### src/rtl/alu_pkg.sv
package alu_pkg;

  typedef enum logic [3:0] {
    OP_AND  = 4'd0,
    OP_XOR  = 4'd1,
    OP_SUB  = 4'd2,
    OP_RSB  = 4'd3,
    OP_ADD  = 4'd4,
    OP_ADC  = 4'd5,
    OP_SBC  = 4'd6,
    OP_RSC  = 4'd7,
    OP_TST  = 4'd8,
    OP_TEQ  = 4'd9,
    OP_CMP  = 4'd10,
    OP_CMN  = 4'd11,
    OP_OR   = 4'd12,
    OP_MOV  = 4'd13,
    OP_BIC  = 4'd14,
    OP_NONE = 4'd15
  } alu_op_e;

  localparam int FL_N = 3;
  localparam int FL_Z = 2;
  localparam int FL_C = 1;
  localparam int FL_V = 0;
  localparam int FL_W = 4;

  function automatic logic is_arith(alu_op_e op);
    return op inside {OP_ADD, OP_ADC, OP_SUB, OP_SBC, OP_RSB, OP_RSC, OP_CMP, OP_CMN};
  endfunction

  function automatic logic is_cmp(alu_op_e op);
    return op inside {OP_TST, OP_TEQ, OP_CMP, OP_CMN};
  endfunction

endpackage

### src/rtl/alu_arith.sv
module alu_arith
  import alu_pkg::*;
#(
  parameter int W = 32
) (
  input  alu_op_e        op,
  input  logic [W-1:0]   a,
  input  logic [W-1:0]   b,
  input  logic           cin,
  output logic [W-1:0]   sum,
  output logic           cout,
  output logic           ovf
);

  localparam int PW = 2 * W + 1;

  // Map every arithmetic form onto x + y + k.
  function automatic logic [PW-1:0] pick_operands(alu_op_e o, logic [W-1:0] p,
                                                  logic [W-1:0] q, logic c);
    logic [W-1:0] x;
    logic [W-1:0] y;
    logic         k;
    case (o)
      OP_ADD, OP_CMN: begin x = p; y = q;  k = 1'b0; end
      OP_ADC:         begin x = p; y = q;  k = c;    end
      OP_SUB, OP_CMP: begin x = p; y = ~q; k = 1'b1; end
      OP_SBC:         begin x = p; y = ~q; k = c;    end
      OP_RSB:         begin x = q; y = ~p; k = 1'b1; end
      OP_RSC:         begin x = q; y = ~p; k = c;    end
      default:        begin x = p; y = q;  k = 1'b0; end
    endcase
    return {x, y, k};
  endfunction

  function automatic logic [W:0] add_ext(logic [W-1:0] x, logic [W-1:0] y, logic k);
    return {1'b0, x} + {1'b0, y} + {{W{1'b0}}, k};
  endfunction

  logic [W-1:0] opx;
  logic [W-1:0] opy;
  logic         opk;
  logic [W:0]   wide;

  always_comb begin
    {opx, opy, opk} = pick_operands(op, a, b, cin);
    wide = add_ext(opx, opy, opk);
    sum  = wide[W-1:0];
    cout = wide[W];
    ovf  = (opx[W-1] == opy[W-1]) && (wide[W-1] != opx[W-1]);
  end

endmodule

### src/rtl/alu_logic.sv
module alu_logic
  import alu_pkg::*;
#(
  parameter int W = 32
) (
  input  alu_op_e      op,
  input  logic [W-1:0] a,
  input  logic [W-1:0] b,
  output logic [W-1:0] res
);

  always_comb begin
    case (op)
      OP_AND, OP_TST: res = a & b;
      OP_XOR, OP_TEQ: res = a ^ b;
      OP_OR:          res = a | b;
      OP_BIC:         res = a & ~b;
      OP_MOV:         res = b;
      default:        res = '0;
    endcase
  end

endmodule

### src/rtl/alu_flags.sv
module alu_flags
  import alu_pkg::*;
#(
  parameter int W = 32
) (
  input  alu_op_e          op,
  input  logic [W-1:0]     res,
  input  logic             arith_c,
  input  logic             arith_v,
  input  logic             shc,
  input  logic             setf,
  input  logic [FL_W-1:0]  fin,
  output logic [FL_W-1:0]  fout
);

  logic update;
  assign update = setf && (op != OP_NONE);

  always_comb begin
    fout = fin;
    if (update) begin
      fout[FL_N] = res[W-1];
      fout[FL_Z] = (res == '0);
      fout[FL_C] = is_arith(op) ? arith_c : shc;
      fout[FL_V] = is_arith(op) ? arith_v : fin[FL_V];
    end
  end

endmodule

### src/rtl/alu_nzcv.sv
module alu_nzcv
  import alu_pkg::*;
#(
  parameter int W = 32
) (
  input  logic              clk,
  input  logic              rst_n,
  input  logic [3:0]        op_i,
  input  logic [W-1:0]      a_i,
  input  logic [W-1:0]      b_i,
  input  logic [FL_W-1:0]   flags_i,
  input  logic              shc_i,
  input  logic              setf_i,
  output logic [W-1:0]      res_o,
  output logic              wr_o,
  output logic [FL_W-1:0]   flags_o
);

  alu_op_e         op;
  logic [W-1:0]    arith_sum;
  logic            arith_c;
  logic            arith_v;
  logic [W-1:0]    logic_res;
  logic [W-1:0]    sel_res;
  logic            nxt_wr;
  logic [FL_W-1:0] nxt_flags;

  assign op = alu_op_e'(op_i);

  alu_arith #(.W(W)) u_arith (
    .op   (op),
    .a    (a_i),
    .b    (b_i),
    .cin  (flags_i[FL_C]),
    .sum  (arith_sum),
    .cout (arith_c),
    .ovf  (arith_v)
  );

  alu_logic #(.W(W)) u_logic (
    .op  (op),
    .a   (a_i),
    .b   (b_i),
    .res (logic_res)
  );

  always_comb begin
    if (op == OP_NONE)  sel_res = '0;
    else if (is_arith(op)) sel_res = arith_sum;
    else                sel_res = logic_res;
    nxt_wr = !is_cmp(op) && (op != OP_NONE);
  end

  alu_flags #(.W(W)) u_flags (
    .op      (op),
    .res     (sel_res),
    .arith_c (arith_c),
    .arith_v (arith_v),
    .shc     (shc_i),
    .setf    (setf_i),
    .fin     (flags_i),
    .fout    (nxt_flags)
  );

  always_ff @(posedge clk or negedge rst_n) begin
    if (!rst_n) begin
      res_o   <= '0;
      wr_o    <= 1'b0;
      flags_o <= '0;
    end else begin
      res_o   <= sel_res;
      wr_o    <= nxt_wr;
      flags_o <= nxt_flags;
    end
  end

endmodule

### config.mk
export PLATFORM = sky130hd
export DESIGN_NAME = alu_nzcv
export DESIGN_NICKNAME = d
export VERILOG_FILES = /design/src/rtl/alu_pkg.sv /design/src/rtl/alu_arith.sv /design/src/rtl/alu_logic.sv /design/src/rtl/alu_flags.sv /design/src/rtl/alu_nzcv.sv
export SDC_FILE = /design/constraint.sdc
export NUM_CORES = 1
export LEC_CHECK = 0
export BUFFER_PORTS_ARGS = -buffer_cell sky130_fd_sc_hd__buf_2
export CAP_MARGIN = 20
export CORE_MARGIN = 4
export CORE_UTILIZATION = 53
export DETAILED_ROUTE_END_ITERATION = 8
export PLACE_DENSITY = 0.88
export RECOVER_POWER = 25
export SKIP_CTS_REPAIR_TIMING = 1
export SYNTH_ARGS = -nofsm -noshare
export SYNTH_HDL_FRONTEND = slang
export SYNTH_SLANG_ARGS = --single-unit
### constraint.sdc
create_clock -name clk -period 0.8 [get_ports clk]
set_input_delay 0.08 -clock clk [delete_from_list [all_inputs] [get_ports clk]]
set_output_delay 0.08 -clock clk [all_outputs]
set_load 0.005 [all_outputs]
==> impl_metrics.json, run 1 <==
{
  "clock_path_buffers": 2,
  "haltStage": "global routing (5_1_grt)",
  "syn_area_um2": 6100,
  "synth_ff_type": "dfrtp_1",
  "yosysTopAreaCell": "dfrtp_1",
  "cts_root_buffer": "clkbuf_16",
  "dp_hpwl_um": 23500,
  "cts-htree-levels": 2,
  "io_buffers": 112,
  "start_util_pct": 55.3,
  "async_reset_ff_share_pct": 100,
  "status": "stopped before the end",
  "yosys.area_share.xor_xnor_pct": 2.42,
  "yosys.cell_types.count": 84,
  "grt_max_degree": 46,
  "die_h_um": 115,
  "synthDominantCellAreaShare_pct": 15.2,
  "grt_overflow": 10,
  "synth_cells": 894,
  "syn_avg_cell_area_um2": 6.82,
  "synth_adder_area_share_pct": 13.6,
  "synthMuxAreaShare_pct": 1.37,
  "synthTopCellsByArea": "dfrtp_1 15%, ha_1 13%, o21ai_0 11%",
  "yosys.area_share.simple_pct": 21.5,
  "syn-num-nets": 1035,
  "numCtsBuffers": 5,
  "synth-edff-count": 0,
  "routabilityCongestion": 1.17,
  "place_ws_ns": -3.52,
  "num_rows": 38,
  "track_usage_pct": 77.4,
  "pin_count": 113,
  "die_w_um": 115,
  "yosysWarnings": 0,
  "cts_sinks": 37,
  "synth_compound_area_share_pct": 37.0,
  "synth_top_family_by_area": "compound AO/OA/AOI/OAI gates",
  "ys_seq_elements": 37,
  "seq_area_frac_synth_pct": 15.2,
  "stop_error": "[ERROR GRT-0232] Routing congestion too high. Check the congestion heatmap in the GUI."
}
==> cells by family after synthesis <==
| family | Yosys count |
|---|---|
| multiplexers | 8 |
| adder cells (fa/ha/maj) | 65 |
| XOR/XNOR | 16 |
| AND/OR/NAND/NOR | 278 |
| buffers and inverters | 134 |
| AO/OA/AOI/OAI | 356 |
| flip-flops | 37 |
==> through the flow <==
| stage | cells | cell area, um2 | TNS [ns] | util [%] |
|---|---|---|---|---|
| after detailed placement | 1404 | 9070 | -88.08 | 82.2 |
| after floorplan | 894 | 6240 | -76.19 | - |
| after global placement | 1404 | 9070 | -80.61 | 82.2 |
| after CTS | 1412 | 9250 | -82.01 | 83.8 |
==> metal layers <==
layer	global-route usage [%]	GRT overflow
met5	36.7	0
met4	73.8	3
met3	69.3	0
met2	89.7	6
met1	77.1	1
==> synth_stat cells (all sizes together), types with 4 or more instances <==
cell,number
a211oi,11
ha,63
clkbuf,44
and4,4
and3,6
xor2,5
a221oi,11
nand2,99
nor4,8
nor2,83
a21o,9
nand3,20
a22oi,7
nand4,14
a31oi,6
a211o,4
o22ai,5
inv,78
mux2i,5
o211ai,7
o32ai,6
nor3,15
or2,4
a21oi,95
o31ai,5
buf,12
o21a,7
xnor2,11
o21ai,133
a22o,5
o311ai,4
nand2b,5
o221ai,7
nor2b,4
dfrtp,37
a221o,5
==> run 2, diff against run 1 <==
--- a/config.mk
+++ b/config.mk
@@ -8,9 +8,9 @@
 export BUFFER_PORTS_ARGS = -buffer_cell sky130_fd_sc_hd__buf_2
 export CAP_MARGIN = 20
 export CORE_MARGIN = 4
-export CORE_UTILIZATION = 53
+export CORE_UTILIZATION = 40
 export DETAILED_ROUTE_END_ITERATION = 8
-export PLACE_DENSITY = 0.88
+export PLACE_DENSITY_LB_ADDON = 0.15
 export RECOVER_POWER = 25
 export SKIP_CTS_REPAIR_TIMING = 1
 export SYNTH_ARGS = -nofsm -noshare
==> constraint.sdc (replaced) <==
create_clock -name clk -period 1.05 [get_ports clk]
set_input_delay 0.105 -clock clk [delete_from_list [all_inputs] [get_ports clk]]
set_output_delay 0.105 -clock clk [all_outputs]
set_load 0.005 [all_outputs]
==> impl_metrics.json, run 2 <==
{
  "status": "finished, violations left",
  "failed_checks": "negative setup slack",
  "crit_path_end_kind": "flop",
  "critPathSlowestCell": "or4b_1",
  "synthDominantCellAreaShare_pct": 15.2,
  "viasPerCell": 5.79,
  "wl_um": 27700,
  "power_density_nw_per_um2": 1060,
  "synthTopCellsByCount": "131 x o21ai_0, 99 x nand2_1, 93 x a21oi_1",
  "p_comb_share_pct": 68.5,
  "worst_slack_ns": -2.66,
  "period_share_pct": 353,
  "intPower_mw": 6.34,
  "drive_gt1_share_pct": 44.9,
  "critical_path_class": "in -> reg",
  "syn_to_final_growth_pct": 67.2,
  "antenna_left": 0,
  "synth-edff-count": 0,
  "syn_avg_cell_area_um2": 6.82,
  "pwr-share-clk_pct": 14.8,
  "power_mw": 10.8,
  "clock_path_buffers": 2,
  "largest_register": "res_o",
  "largest_register_ffs": 32,
  "crit_required_ns": 1.27,
  "pin_count": 113,
  "core_um2": 14800,
  "routabilityCongestion": 1.03,
  "worstPathMaxFanout": 5,
  "p_seq_share_pct": 16.8,
  "antenna_found_initial": 0,
  "seq_area_frac_synth_pct": 15.2,
  "dp_cells": 1456,
  "nFillCells": 1267,
  "synth_ff_type": "dfrtp_1",
  "cts_root_buffer": "clkbuf_16",
  "vias": 8619,
  "hold_viol": 0,
  "maxCapViolations": 0,
  "regArea_um2": 926,
  "final_cells": 1488,
  "async_reset_ff_share_pct": 100,
  "numCtsBuffers": 5,
  "setup_viol": 36,
  "top_regs": "res_o: 32 flops, flags_o: 4 flops, wr_o: 1 flops",
  "ys_seq_elements": 37,
  "rsz0062_at_grt": "true",
  "num_rows": 44,
  "dp_hpwl_um": 20700,
  "drv_slew": 0,
  "dr.pass1.iters": 8,
  "max_freq_ghz": 0.270,
  "cts_tree": "yes",
  "antenna_cells": 0,
  "die_w_um": 131,
  "slew_headroom_pct": 55.4,
  "most-common-layout-cells": "316 x buf_4, 109 x buf_2, 99 x o21ai_0, 94 x nand2_1",
  "max_stage_delay_ns": 0.54,
  "die_area_um2": 17300,
  "cp.arrival_ns": 3.92,
  "synth_cells": 894,
  "nNetsFinal": 1444,
  "path_common_cell": "fa_2",
  "wire_per_inst_um": 18.6,
  "drc_errors": 0,
  "crit_chain": "buf_8 -> inv_6 -> nand3_4 -> buf_12 -> nand2_4 -> o21ai_4 -> fa_2 -> fa_2 -> a21o_1 -> a221oi_4 -> buf_4 -> nor3_4 -> buf_6 -> o31ai_4 -> a21oi_2 -> o21ai_2 -> xnor2_1 -> o211ai_1 -> or4b_1 -> o41ai_2",
  "grt_max_degree": 40,
  "fin_crit_ns": 3.71,
  "multi_input_area_um2": 5240,
  "syn-num-nets": 1035,
  "post-synth-top-count-cell": "o21ai_0",
  "ir_drop_v": 0.000644,
  "synthTopCellsByArea": "dfrtp_1 15%, ha_1 13%, o21ai_0 11%",
  "cts_sinks": 37,
  "syn_area_um2": 6100,
  "yosys.cell_types.count": 84,
  "start_util_pct": 41.3,
  "track_usage_pct": 28.3,
  "switchingPower_mw": 4.50,
  "io_buffers": 112,
  "start_kind": "input pin",
  "clkSlewWorstSetupHoldPaths_ns": 0.08,
  "grt_pass1_wl_um": 39700,
  "swShare_pct": 41.5,
  "hp-class": "in -> reg",
  "grt_pass1_vias": 7526,
  "leakage_nw": 5.06,
  "worst_pin_slew_ns": 0.664,
  "drt_iter0_markers": 795,
  "cts-htree-levels": 2,
  "yosysWarnings": 0,
  "grt_overflow": 0,
  "die_h_um": 131,
  "mostFrequentLayoutCell": "buf_4",
  "place_ws_ns": -3.25,
  "yosysTopAreaCell": "dfrtp_1"
}
==> run 2: routing by layer <==
layer | vias up | routed length (um) | global-route usage, %
met1 | 4026 | 11800 | 38.6
met5 | - | 0 | 0
met2 | 419 | 12700 | 46.7
met4 | 0 | 874 | 6.77
met3 | 73 | 2350 | 4.78
li1 | 4101 | - | -
==> run 2: layout make-up <==
class / instances / share of cell area, %
Clock buffer: 6 / 1.26
Clock inverter: 2 / 0.0982
Inverter: 78 / 2.92
Multi-Input combinational cell: 723 / 51.3
Sequential cell: 37 / 9.08
Tap cell: 184 / 2.26
Timing Repair Buffer: 458 / 33.0
==> run 2: power groups by stage <==
stage               clock network (mW)  logic, mW  registers, mW
floorplan                            0       2.90           1.90
finish                            1.60       7.43           1.82
global route                      1.64       7.94           1.86
detailed placement                   0       6.22           1.84
CTS                               1.59       6.26           1.82
global placement                     0       6.19           1.83
==> run 2: cells by family (layout without fill, tap and decap cells) <==
group           after synthesis  after routing  synth area share (%)
xor+xnor                     16             16                  2.42
fa+ha+maj                    65             65                  13.6
mux                           8              8                  1.37
flops                        37             37                  15.2
compound gates              356            356                  37.0
buf+inv                     134            544                  8.97
simple gates                278            278                  21.5
==> run 2: final timing paths <==
path                       startpoint          to  slack (ns)  cells after the start
worst min-delay path       flags_i[0]  flags_o[0]       0.008                      3
max in group asynchronous       rst_n   res_o[23]        0.19                      3
worst max-delay path          op_i[3]  flags_o[2]       -2.66                     20
min in group asynchronous       rst_n  flags_o[2]        0.45                      3
==> run 2: worst max-delay path, delay by kind of cell <==
| kind | cells | cell delay (ns) |
|---|---|---|
| compound gates | 8 | 1.49 |
| fa+ha+maj | 2 | 0.78 |
| simple gates | 4 | 0.76 |
| buf+inv | 5 | 0.63 |
| xor+xnor | 1 | 0.13 |
==> run 2: through the flow <==
step	setup TNS (ns)	hold slack, ns	utilization [%]	instance area (um2)
2_1_floorplan	-68.09	-0.191	-	6240
4_1_cts	-67.28	-0.224	63.0	9290
6_report	-59.26	0.00765	69.1	10200
3_3_place_gp	-75.43	0.0926	62.0	9150
3_5_place_dp	-77.81	0.0969	62.0	9150
5_1_grt	-62.98	0.0394	69.1	10200
No activity file was read; power rests on OpenSTA's default activity.
==> run 3, diff against run 2 <==
--- a/config.mk
+++ b/config.mk
@@ -10,6 +10,7 @@
 export CORE_MARGIN = 4
 export CORE_UTILIZATION = 40
 export DETAILED_ROUTE_END_ITERATION = 8
+export GPL_ROUTABILITY_DRIVEN = 0
 export PLACE_DENSITY_LB_ADDON = 0.15
 export RECOVER_POWER = 25
 export SKIP_CTS_REPAIR_TIMING = 1
==> constraint.sdc (replaced) <==
create_clock -name clk -period 3.3 [get_ports clk]
set_input_delay 0.33 -clock clk [delete_from_list [all_inputs] [get_ports clk]]
set_output_delay 0.33 -clock clk [all_outputs]
set_load 0.005 [all_outputs]
==> impl_metrics.json, run 3 (synthesis gave the netlist of run 2 again) <==
{
  "status": "finished, violations left",
  "failed_checks": "max-capacitance violations, max-slew violations, negative setup slack",
  "drv_slew": 38,
  "start_util_pct": 41.3,
  "clock_path_buffers": 2,
  "fin_hold_ws_ns": 0.232,
  "hp-class": "in -> reg",
  "wire_per_inst_um": 18.4,
  "cts_tree": "yes",
  "vias": 8230,
  "power_density_nw_per_um2": 353,
  "drc_errors": 0,
  "max_stage_delay_ns": 0.42,
  "grt_pass1_wl_um": 39000,
  "path_common_cell": "buf_4",
  "mostFrequentLayoutCell": "buf_4",
  "grt_pass1_vias": 7417,
  "clkSlewWorstSetupHoldPaths_ns": 0.06,
  "drt_iter0_markers": 894,
  "grt_max_degree": 46,
  "setup_viol": 7,
  "hold_viol": 0,
  "period_share_pct": 119,
  "place_area_um2": 8530,
  "largest_register": "res_o",
  "max_freq_ghz": 0.254,
  "worstPathMaxFanout": 16,
  "grt_overflow": 0,
  "fin_crit_ns": 3.94,
  "viasPerCell": 5.85,
  "min_delay_path_depth": 3,
  "leakage_nw": 4.66,
  "cts_sinks": 37,
  "slew_headroom_pct": -45.6,
  "most-common-layout-cells": "240 x buf_4, 108 x buf_2, 101 x o21ai_0, 94 x nand2_1, 78 x a21oi_1",
  "worstHoldStart": "flags_i[0]",
  "ir_drop_v": 0.000198,
  "antenna_found_initial": 1,
  "worst_slack_ns": -0.638,
  "die_area_um2": 17300,
  "crit_required_ns": 3.50,
  "numCtsBuffers": 5,
  "top_regs": "res_o: 32 flops, flags_o: 4 flops, wr_o: 1 flops",
  "core_um2": 14800,
  "crit_path_end_kind": "flop",
  "min_to": "flags_o[0]",
  "cp.arrival_ns": 4.14,
  "cts-htree-levels": 2,
  "antenna_cells": 0,
  "num_rows": 44,
  "rsz0062_at_grt": "true",
  "die_w_um": 131,
  "post-route-cell-area_um2": 9490,
  "drive_gt1_share_pct": 39.1,
  "largest_register_ffs": 32,
  "syn_to_final_growth_pct": 55.7,
  "cts_root_buffer": "clkbuf_16",
  "track_usage_pct": 27.5,
  "dr.pass1.iters": 5,
  "critical_path_class": "in -> reg",
  "nFillCells": 1310,
  "critPathSlowestCell": "ha_1",
  "crit_chain": "buf_6 -> inv_1 -> nand2_2 -> o21ai_4 -> buf_4 -> buf_12 -> o21ai_0 -> ha_1 -> buf_4 -> nand4_1 -> nor3_4 -> buf_4 -> o32ai_1 -> a211o_1 -> nor4_2 -> nand3_1 -> nor4_2 -> nand4b_1 -> o41ai_2",
  "worst_pin_slew_ns": 2.18,
  "maxCapViolations": 1,
  "nNetsFinal": 1364,
  "die_h_um": 131,
  "place_ws_ns": -1.38,
  "antenna_left": 0,
  "pin_count": 113,
  "io_buffers": 112,
  "wl_um": 25900,
  "start_kind": "input pin",
  "dp_hpwl_um": 19500
}
## run 3: changes by cell type in the layout (fill, tap and decap cells not counted), sizes merged
cell,change
clkinv,-2
clkinvlp,+1
buf,-80
dlygate4sd3,-1
clkbuf,+1
bufinv,+1
## run 3: critical path: cells and delay by family
kind | cells | cell delay, ns
AND/OR/NAND/NOR | 7 | 1.50
adder cells (fa/ha/maj) | 1 | 0.42
buffers and inverters | 6 | 0.84
AO/OA/AOI/OAI | 5 | 1.03
## run 3: power breakdown
group	internal [mW]	switching [mW]	total [mW]	leakage, nW
Clock	0.378	0.239	0.618	0.0831
Combinational	1.05	1.11	2.16	4.13
Sequential	0.555	0.0216	0.576	0.444
Total	1.98	1.37	3.35	4.66
## run 3: layout make-up
cell class / count / area, um2 / area share, %
multi-input combinational: 723 / 5070 / 53.4
inverter: 78 / 295 / 3.11
clock buffer: 6 / 139 / 1.46
sequential: 37 / 926 / 9.76
timing repair buffer: 378 / 2790 / 29.4
clock inverter: 2 / 37.5 / 0.396
tap: 184 / 230 / 2.43
## run 3: through the flow
stage / cells / TNS [ns] / total power [mW] / util, %
2_1_floorplan: 894 / -3.54 / 1.53 / -
3_3_place_gp: 1372 / -10.21 / 2.46 / 57.8
3_5_place_dp: 1372 / -12.38 / 2.47 / 57.8
4_1_cts: 1380 / -5.31 / 3.09 / 59.0
5_1_grt: 1408 / -3.28 / 3.55 / 64.3
6_report: 1408 / -1.87 / 3.35 / 64.3
## run 3: worst max-delay path by stage
stage             from          to  slack (ns)
3_3_place_gp   op_i[3]  flags_o[2]       -1.20
6_report       op_i[0]  flags_o[2]       -0.64
3_5_place_dp   op_i[3]  flags_o[2]       -1.38
5_1_grt        op_i[0]  flags_o[2]       -0.87
4_1_cts        op_i[3]  flags_o[2]       -1.06
2_1_floorplan  op_i[2]  flags_o[2]       -0.82
## run 3: metal layers
metal | wire (um) | vias up | global-route usage, %
met4 | 690 | 0 | 7.58
met5 | 0 | - | 0
met2 | 11800 | 371 | 44.6
met3 | 2130 | 62 | 3.71
li1 | - | 3941 | -
met1 | 11200 | 3856 | 38.5
